===== src/rtl/gpio_bank_pkg.sv =====
package gpio_bank_pkg;

    localparam int unsigned WORD_COUNT = 5;
    localparam int unsigned WORD_IDX_W = 3;

    typedef enum logic [WORD_IDX_W-1:0] {
        W_DIR  = 3'd0,
        W_DOUT = 3'd1,
        W_SET  = 3'd2,
        W_CLR  = 3'd3,
        W_DIN  = 3'd4
    } word_e;

    typedef struct packed {
        logic wr_dir;
        logic wr_dout;
        logic wr_set;
        logic wr_clr;
    } wr_dec_t;

    function automatic wr_dec_t decode_write(input logic wr, input logic hit,
                                             input logic [WORD_IDX_W-1:0] idx);
        wr_dec_t d;
        d = '0;
        if (wr && hit) begin
            case (idx)
                W_DIR:   d.wr_dir  = 1'b1;
                W_DOUT:  d.wr_dout = 1'b1;
                W_SET:   d.wr_set  = 1'b1;
                W_CLR:   d.wr_clr  = 1'b1;
                default: d = '0;
            endcase
        end
        return d;
    endfunction

endpackage


===== src/rtl/gpio_pad_sync.sv =====
module gpio_pad_sync #(
    parameter int unsigned WIDTH  = 32,
    parameter int unsigned STAGES = 2
) (
    input  logic             clk,
    input  logic             rst,
    input  logic [WIDTH-1:0] raw_i,
    output logic [WIDTH-1:0] sync_o
);
    logic [WIDTH-1:0] stg_q [STAGES];
    logic             live_q;

    always_ff @(posedge clk) begin
        if (rst) live_q <= 1'b0;
        else     live_q <= 1'b1;
    end

    always_ff @(posedge clk) begin
        if (rst) stg_q[0] <= '0;
        else     stg_q[0] <= raw_i;
    end

    a_r7_first_stage: assert property (@(posedge clk) disable iff (rst)
        live_q |-> stg_q[0] == $past(raw_i));

    for (genvar s = 1; s < STAGES; s++) begin : g_stage
        always_ff @(posedge clk) begin
            if (rst) stg_q[s] <= '0;
            else     stg_q[s] <= stg_q[s-1];
        end
        a_r7_stage_shift: assert property (@(posedge clk) disable iff (rst)
            live_q |-> stg_q[s] == $past(stg_q[s-1]));
    end

    assign sync_o = stg_q[STAGES-1];
endmodule


===== src/rtl/gpio_out_regs.sv =====
module gpio_out_regs
    import gpio_bank_pkg::*;
#(
    parameter int unsigned WIDTH = 32
) (
    input  logic             clk,
    input  logic             rst,
    input  wr_dec_t          wdec,
    input  logic [WIDTH-1:0] wdata,
    output logic [WIDTH-1:0] dir_q,
    output logic [WIDTH-1:0] latch_q
);
    logic live_q;

    always_ff @(posedge clk) begin
        if (rst) live_q <= 1'b0;
        else     live_q <= 1'b1;
    end

    always_ff @(posedge clk) begin
        if (rst)              dir_q <= '1;
        else if (wdec.wr_dir) dir_q <= wdata;
    end

    always_ff @(posedge clk) begin
        if (rst)               latch_q <= '0;
        else if (wdec.wr_dout) latch_q <= wdata;
        else if (wdec.wr_set)  latch_q <= latch_q | wdata;
        else if (wdec.wr_clr)  latch_q <= latch_q & ~wdata;
    end

    a_r1_reset_vals: assert property (@(posedge clk) disable iff (rst)
        !live_q |-> (dir_q == '1 && latch_q == '0));
    a_r3_direct: assert property (@(posedge clk) disable iff (rst)
        live_q && $past(wdec.wr_dout) |-> latch_q == $past(wdata));
    a_r4_set_only_ones: assert property (@(posedge clk) disable iff (rst)
        live_q && $past(wdec.wr_set) |-> latch_q == ($past(latch_q) | $past(wdata)));
    a_r5_clr_only_ones: assert property (@(posedge clk) disable iff (rst)
        live_q && $past(wdec.wr_clr) |-> latch_q == ($past(latch_q) & ~$past(wdata)));
    a_r8_latch_hold: assert property (@(posedge clk) disable iff (rst)
        live_q && !$past(wdec.wr_dout || wdec.wr_set || wdec.wr_clr) |-> $stable(latch_q));
    a_r8_dir_hold: assert property (@(posedge clk) disable iff (rst)
        live_q && !$past(wdec.wr_dir) |-> $stable(dir_q));
    a_r8_onehot_dec: assert property (@(posedge clk) disable iff (rst)
        $onehot0(wdec));
endmodule


===== src/rtl/gpio_read_port.sv =====
module gpio_read_port
    import gpio_bank_pkg::*;
#(
    parameter int unsigned WIDTH = 32
) (
    input  logic                  clk,
    input  logic                  rst,
    input  logic                  rd,
    input  logic                  hit,
    input  logic [WORD_IDX_W-1:0] idx,
    input  logic [WIDTH-1:0]      dir_i,
    input  logic [WIDTH-1:0]      latch_i,
    input  logic [WIDTH-1:0]      level_i,
    output logic [WIDTH-1:0]      rdata_q
);
    logic [WIDTH-1:0] sel;
    logic             live_q;

    always_comb begin
        sel = '0;
        if (hit) begin
            case (idx)
                W_DIR:   sel = dir_i;
                W_DOUT:  sel = latch_i;
                W_DIN:   sel = level_i;
                default: sel = '0;
            endcase
        end
    end

    always_ff @(posedge clk) begin
        if (rst) live_q <= 1'b0;
        else     live_q <= 1'b1;
    end

    always_ff @(posedge clk) begin
        if (rst)     rdata_q <= '0;
        else if (rd) rdata_q <= sel;
    end

    a_r9_hold: assert property (@(posedge clk) disable iff (rst)
        live_q && !$past(rd) |-> $stable(rdata_q));
    a_r8_unmapped_zero: assert property (@(posedge clk) disable iff (rst)
        live_q && $past(rd) && !$past(hit) |-> rdata_q == '0);
endmodule


===== src/rtl/gpio_bank.sv =====
module gpio_bank
    import gpio_bank_pkg::*;
#(
    parameter int unsigned WIDTH       = 32,
    parameter int unsigned ADDR_W      = 4,
    parameter int unsigned SYNC_STAGES = 2
) (
    input  logic              clk,
    input  logic              rst,
    input  logic [ADDR_W-1:0] reg_addr,
    input  logic [WIDTH-1:0]  reg_wdata,
    input  logic              reg_wr,
    input  logic              reg_rd,
    output logic [WIDTH-1:0]  reg_rdata,
    input  logic [WIDTH-1:0]  pad_in,
    output logic [WIDTH-1:0]  pad_out,
    output logic [WIDTH-1:0]  pad_oe,
    output logic [WIDTH-1:0]  pad_level_sync
);
    localparam logic [ADDR_W-1:0] LAST_WORD = ADDR_W'(WORD_COUNT - 1);

    logic                  hit;
    logic [WORD_IDX_W-1:0] idx;
    wr_dec_t               wdec;
    logic [WIDTH-1:0]      dir_q;
    logic [WIDTH-1:0]      latch_q;

    assign hit  = (reg_addr <= LAST_WORD);
    assign idx  = reg_addr[WORD_IDX_W-1:0];
    assign wdec = decode_write(reg_wr, hit, idx);

    gpio_pad_sync #(.WIDTH(WIDTH), .STAGES(SYNC_STAGES)) u_sync (
        .clk    (clk),
        .rst    (rst),
        .raw_i  (pad_in),
        .sync_o (pad_level_sync)
    );

    gpio_out_regs #(.WIDTH(WIDTH)) u_regs (
        .clk     (clk),
        .rst     (rst),
        .wdec    (wdec),
        .wdata   (reg_wdata),
        .dir_q   (dir_q),
        .latch_q (latch_q)
    );

    gpio_read_port #(.WIDTH(WIDTH)) u_rd (
        .clk     (clk),
        .rst     (rst),
        .rd      (reg_rd),
        .hit     (hit),
        .idx     (idx),
        .dir_i   (dir_q),
        .latch_i (latch_q),
        .level_i (pad_level_sync),
        .rdata_q (reg_rdata)
    );

    assign pad_out = latch_q;
    assign pad_oe  = ~dir_q;

    a_r2_oe_follows_write: assert property (@(posedge clk) disable iff (rst)
        wdec.wr_dir |=> pad_oe == ~$past(reg_wdata));
endmodule


===== config.mk =====
export PLATFORM = sky130hd
export DESIGN_NAME = gpio_bank
export DESIGN_NICKNAME = d
export VERILOG_FILES = /design/src/rtl/gpio_bank_pkg.sv /design/src/rtl/gpio_pad_sync.sv /design/src/rtl/gpio_out_regs.sv /design/src/rtl/gpio_read_port.sv /design/src/rtl/gpio_bank.sv
export SDC_FILE = /design/constraint.sdc
export NUM_CORES = 1
export LEC_CHECK = 0
export CAP_MARGIN = 40
export CORE_AREA = 2 2 123 125
export CTS_BUF_LIST = sky130_fd_sc_hd__clkbuf_8
export DETAILED_ROUTE_END_ITERATION = 6
export DIE_AREA = 0 0 125 127
export PLACE_DENSITY = 0.77
export SYNTH_ARGS = -nofsm -noshare
export SYNTH_HDL_FRONTEND = slang
export SYNTH_HIERARCHICAL = 1
export SYNTH_SLANG_ARGS = --single-unit

===== constraint.sdc =====
create_clock -name clk -period 1.55 [get_ports clk]
set_input_delay 0.31 -clock clk [delete_from_list [all_inputs] [get_ports clk]]
set_output_delay 0.31 -clock clk [all_outputs]
set_load 0.005 [all_outputs]

==> impl_metrics.tcl, run 1 <==
set metrics [dict create \
    outcome "completed" \
    grt_antenna_before_repair 1 \
    r2r_end "u_regs/dir_q[4]$_SDFFE_PP1P_" \
    syn_avg_cell_area_um2 10.6 \
    dr_total_vias 5172 \
    seq_area_frac_synth_pct 52.5 \
    hold_viol 0 \
    drive_above_1_share_pct 29.4 \
    yosys.cell_types.count 23 \
    r2r_start "u_regs/dir_q[4]$_SDFFE_PP1P_" \
    portBuffers 199 \
    regToRegSetupSlack_ns 0.64 \
    postRouteAntennaNets 0 \
    cts.sinks 160 \
    syn_area_mm2 0.00611 \
    grt_pass1_vias 5437 \
    p_total_mw 8.10 \
    place.gp.congestion 0.791 \
    nets 872 \
    drv_cap 0 \
    cp.required_ns 1.87 \
    wire_per_inst_um 18.4 \
    holdPathStages 2 \
    setup_viol 0 \
    dieArea_mm2 0.0159 \
    cts_tree "yes" \
    crit_arrival_ns 1.84 \
    crit_fanout 6 \
    insertion_delay_ns 0.44 \
    grt_pass1_wl_um 28600 \
    hold_start "rst" \
    rr_worst_depth 3 \
    cts_root_buf "clkbuf_8" \
    areaGrowthSynthToFinish_pct 47.8 \
    grtUsageTotal_pct 22.7 \
    drc_errors 0 \
    path_class "input port to flop" \
    hold_path.class "input port to flop" \
    finalCriticalPeriod_ns 1.52 \
    fmaxAchievable_ghz 0.658 \
    drt_iter0_markers 332 \
    die_width_um 125 \
    pin_count 200 \
    powerDensity_mw_per_mm2 897 \
    syn_inst 575 \
    yosys_warnings 6 \
    period_share_pct 98.0 \
    grt-ovfl-total 0 \
    die_height_um 127 \
    finalMaxSlewViolations 0 \
    synth_nets 647 \
    path_clk_slew_ns 0.08 \
    initial_core_util_pct 42.3 \
    worst_setup_path_end_kind "flop" \
    cp-start-kind "input port" \
    synth_seq_cells 160 \
    routed_wl_um 18300 \
    htreeDepth 4 \
    dp_hpwl_um 11600 \
    clock_path_buffers 2 \
    rsz0062_at_grt "false" \
    grt_max_degree 73 \
    p_leak_nw 4.27 \
    viasPerCell 5.19 \
    layout_common_cells "dlygate4sd2_1 (130), dfxtp_1 (86), dfxtp_2 (74)" \
    cts_buffers 17 \
    ir_worst_vdd_mv 0.651 \
    core_mm2 0.0144 \
    final_common_cell "dlygate4sd2_1" \
    max_slew.worst_pin.slew_ns 0.855 \
    first_pass_iters 5 \
    max_slew_margin_pct 42.9 \
    num_rows 44 \
    fin_worst_skew_ns 0.0105 \
    fin_ws_ns 0.0306 \
    place_ws_ns -0.797 \
]
==> through the flow <==
step	util [%]	setup TNS (ns)	std cells	area, um2	hold WS [ns]
CTS	62.0	-0.00144	994	8950	0.127
finish	62.6	0	997	9030	0.156
detailed placement	57.3	-55.64	936	8260	0.422
global placement	57.3	-50.69	936	8260	0.416
global route	62.6	0	996	9020	0.138
floorplan	-	0	575	6110	0.414
==> cell usage after synthesis <==
master    count  area [um2]
buf_4         5        37.5
buf_2        17        85.1
nor3_2        3        30.0
nor2b_1      37         231
o21ai_0       2        10.0
or2_2         1        6.26
a32oi_1      64         561
or3b_4        1        11.3
inv_1        35         131
nor4bb_1      1        10.0
nor2_1       34         128
o21ai_1      30         150
clkbuf_1      8        30.0
nor2b_2      60         526
buf_8         2        30.0
dfxtp_1     160        3200
a211o_1      32         280
nand2b_4      1        13.8
or2_1         1        6.26
nand2_1      32         120
a21oi_1       1        5.00
mux2i_1      32         320
buf_6        16         180
==> cell families after synthesis <==
family                 synth area share [%]
DFF                                    52.5
muxes                                  5.25
buffers and inverters                  8.09
and+or+nand+nor                        17.7
AOI/OAI and AO/OA                      16.5
==> area by class of cell <==
class                           instances  area (um2)
Fill cell                            1194        5400
Sequential cell                       160        3300
Multi-Input combinational cell        333        2500
Timing Repair Buffer                  253        2480
Clock buffer                           19         262
Tap cell                              184         230
Inverter                               35         134
Clock inverter                         12         121
Antenna cell                            1        2.50
==> what timing repair did <==
action / 4_1_cts / 5_1_grt
pin swaps: 9 / 6
gates cloned: 5 / 2
setup endpoints to repair: 203 / 52
resized for setup: 232 / 7
setup buffers: 22 / 0
hold endpoints to repair: 0 / 0
hold buffers: 0 / 0
==> critical path: stages <==
cell and delay [ns]:
clkdlybuf4s15_2 0.21, or3b_4 0.41, nor3_4 0.16, buf_6 0.14, bufbuf_16 0.26, nand2_1 0.05
a32oi_1 0.22, nor2_1 0.07
==> how the worst max path moves through the flow <==
stage                      startpoint                            end  slack (ns)  depth (start not counted)
after floorplan           reg_addr[0]   u_rd/rdata_q[0]$_SDFFE_PP0P_        0.01                          7
after global placement    reg_addr[0]  u_rd/rdata_q[25]$_SDFFE_PP0P_       -0.66                          7
after detailed placement  reg_addr[0]  u_rd/rdata_q[25]$_SDFFE_PP0P_       -0.80                          7
after CTS                 reg_addr[3]                           flop      -0.001                          8
after global routing      reg_addr[3]                           flop       0.003                          8
final                     reg_addr[3]                           flop        0.03                          8
==> per-layer routing <==
layer	share of wire, %	wire length [um]	global-route usage (%)	vias up
li1	-	-	-	2457
met1	41	7430	26.1	2477
met2	51	9380	40.4	219
met3	6.9	1260	6.99	19
met4	1.4	252	7.25	0
met5	0	0	0	-
==> where the power goes <==
group,internal [mW],leakage [nW],total [mW],switching (mW)
registers,4.24,1.32,4.30,0.0617
clock network,1.49,0.197,2.96,1.47
logic,0.464,2.75,0.838,0.374
(Power assumes the default switching activity.)
==> run 2: changes to the inputs <==
--- a/config.mk
+++ b/config.mk
@@ -6,10 +6,10 @@
 export NUM_CORES = 1
 export LEC_CHECK = 0
 export CAP_MARGIN = 40
-export CORE_AREA = 2 2 123 125
+export CORE_AREA = 8 8 129 131
 export CTS_BUF_LIST = sky130_fd_sc_hd__clkbuf_8
 export DETAILED_ROUTE_END_ITERATION = 6
-export DIE_AREA = 0 0 125 127
+export DIE_AREA = 0 0 137 139
 export PLACE_DENSITY = 0.77
 export SYNTH_ARGS = -nofsm -noshare
 export SYNTH_HDL_FRONTEND = slang
==> run 2 against run 1 <==
Cell count shrank 0.10%. Largest cell class unchanged. Register-to-register slack barely moved. Sequential share of layout area up 0.28 points. Clock skew hardly changed. Total power shrank 1.5%. Die area grew 20%. Final area fell by 1.0%.
==> impl_metrics.tcl, run 2 (same netlist as run 1, synthesis figures left out) <==
set metrics [dict create \
    p_sw_mw 2.05 \
    drc_errors 0 \
    grt_pass1_wl_um 29800 \
    fmaxAchievable_ghz 0.675 \
    areaGrowthSynthToFinish_pct 46.3 \
    insertion_delay_ns 0.44 \
    cts.sinks 160 \
    htreeDepth 4 \
    powerDensity_mw_per_mm2 893 \
    cts_buffers 17 \
    grtUsageTotal_pct 19.9 \
    die_height_um 139 \
    r2r_end "u_regs/dir_q[5]$_SDFFE_PP1P_" \
    fillers 1267 \
    p_seq_share_pct 54.0 \
    grt_max_degree 85 \
    r2r_start "u_regs/dir_q[5]$_SDFFE_PP1P_" \
    p_leak_nw 4.22 \
    p_total_mw 7.97 \
    holdPathStages 3 \
    intPower_mw 5.93 \
    initial_core_util_pct 41.4 \
    finalMaxSlewViolations 0 \
    use_met1_pct 21.8 \
    die_width_um 137 \
    hold_viol 0 \
    pin_count 200 \
    crit_fanout 7 \
    final_common_cell "dlygate4sd2_1" \
    rsz0062_at_grt "false" \
    power_frac_clock_pct 35.5 \
    cp_num_buf_inv 4 \
    diodes 0 \
    cp.required_ns 1.86 \
    regToRegSetupSlack_ns 0.64 \
    path_class "input port to flop" \
    grt-ovfl-total 0 \
    dieArea_mm2 0.0190 \
    hold_start "rst" \
    drive_above_1_share_pct 28.5 \
    drt_iter0_markers 328 \
    clock_path_buffers 2 \
    crit_family "simple AND/OR/NAND/NOR gates" \
    ir_worst_vdd_mv 0.687 \
    path_cells "buf_2 -> or3b_4 -> buf_6 -> nor3_4 -> inv_4 -> buf_12 -> a32oi_1 -> nor2_1" \
    num_rows 45 \
    max_slew.worst_pin.slew_ns 0.630 \
    worst_setup_path_end_kind "flop" \
    nets 867 \
    grt_antenna_before_repair 1 \
    place.gp.congestion 0.794 \
    period_share_pct 95.6 \
    finalCriticalPeriod_ns 1.48 \
    layout_common_cells "dlygate4sd2_1 (129), dfxtp_1 (93), dfxtp_2 (67)" \
    fin_worst_skew_ns 0.0108 \
    dp_hpwl_um 13100 \
    grtUsageMet3_pct 7.61 \
    pwr-share-comb_pct 10.5 \
    outcome "completed" \
    gr-max-usage-layer "met2" \
    crit_arrival_ns 1.80 \
    postRouteAntennaNets 0 \
    met2_usage_pct 34.0 \
    core_mm2 0.0148 \
    viasPerCell 5.23 \
    max_slew_margin_pct 58.0 \
    rr_worst_depth 3 \
    path_clk_slew_ns 0.09 \
    portBuffers 199 \
    dr_total_vias 5209 \
    routed_wl_um 19200 \
    slowest_stage "or3b_4" \
    netSwitchingFraction_pct 25.7 \
    grt_pass1_vias 5549 \
    max_stage_delay_ns 0.44 \
    first_pass_iters 6 \
    cts_root_buf "clkbuf_8" \
    drv_cap 0 \
    setup_tns_ns 0 \
    wire_per_inst_um 19.3 \
    cp-start-kind "input port" \
    setup_viol 0 \
    hold_path.class "input port to flop" \
    cts_tree "yes" \
]
[run 2: changes by cell type in the layout (fill, tap and decap cells not counted), sizes merged]
cell	change
nor2b	-1
clkbuf	-2
bufbuf	-1
clkinv	+2
bufinv	-2
diode	-1
inv	+2
clkinvlp	-1
dlygate4sd2	-1
[run 2: per-layer routing]
metal | share of wire, % | vias up
li1 | - | 2444
met1 | 38 | 2499
met2 | 51 | 230
met3 | 9.5 | 34
met4 | 2.0 | 2
met5 | 0.078 | -
[run 2: timing repair]
action / CTS / global route
endpoints found under the setup margin: 209 / 43
buffers inserted: 12 / 2
hold buffers: 0 / 0
resized for setup: 213 / 10
cloned: 4 / 0
pin swaps: 6 / 8
[run 2: how the worst max path moves through the flow]
stage,slack [ns],cells past startpoint,start,endpoint
after floorplan,0.01,7,reg_addr[0],u_rd/rdata_q[0]$_SDFFE_PP0P_
after global placement,-0.61,8,reg_addr[0],u_rd/rdata_q[6]$_SDFFE_PP0P_
after detailed placement,-0.66,8,reg_addr[0],u_rd/rdata_q[2]$_SDFFE_PP0P_
after CTS,0.001,8,reg_addr[3],flop
after global routing,0.01,8,reg_wr,flop
final,0.07,8,reg_addr[2],flop
[run 2: worst min-delay path, cell delays in order]
cell and delay [ns]:
buf_4 0.14, buf_12 0.20, nor2_1 0.14
[run 2: stage by stage]
step	worst slack [ns]	cells	util [%]	instance area, um2	hold WS (ns)
after floorplan	0.0117	575	-	6110	0.414
after global placement	-0.609	946	56.7	8360	0.417
after detailed placement	-0.658	946	56.7	8360	0.420
after CTS	0.00102	994	60.4	8910	0.389
after global routing	0.0132	996	60.6	8930	0.390
final	0.0679	996	60.6	8930	0.388
[run 2: final cells by class]
| type | instances | area [um2] | share of cell area (%) |
|---|---|---|---|
| repair buffers | 249 | 2420 | 27.1 |
| well taps | 188 | 235 | 2.63 |
| inverters | 35 | 134 | 1.50 |
| clock buffers | 19 | 262 | 2.93 |
| multi-input cells | 332 | 2490 | 27.8 |
| flip-flops and latches | 160 | 3290 | 36.8 |
| clock inverters | 13 | 104 | 1.16 |
[run 2: power by group through the flow]
stage	sequential, mW	clock, mW	combinational [mW]
global route	4.32	3.09	0.898
finish	4.31	2.83	0.839
detailed placement	4.40	0	0.852
CTS	4.31	2.90	0.838
global placement	4.39	0	0.831
floorplan	4.38	0	0.366
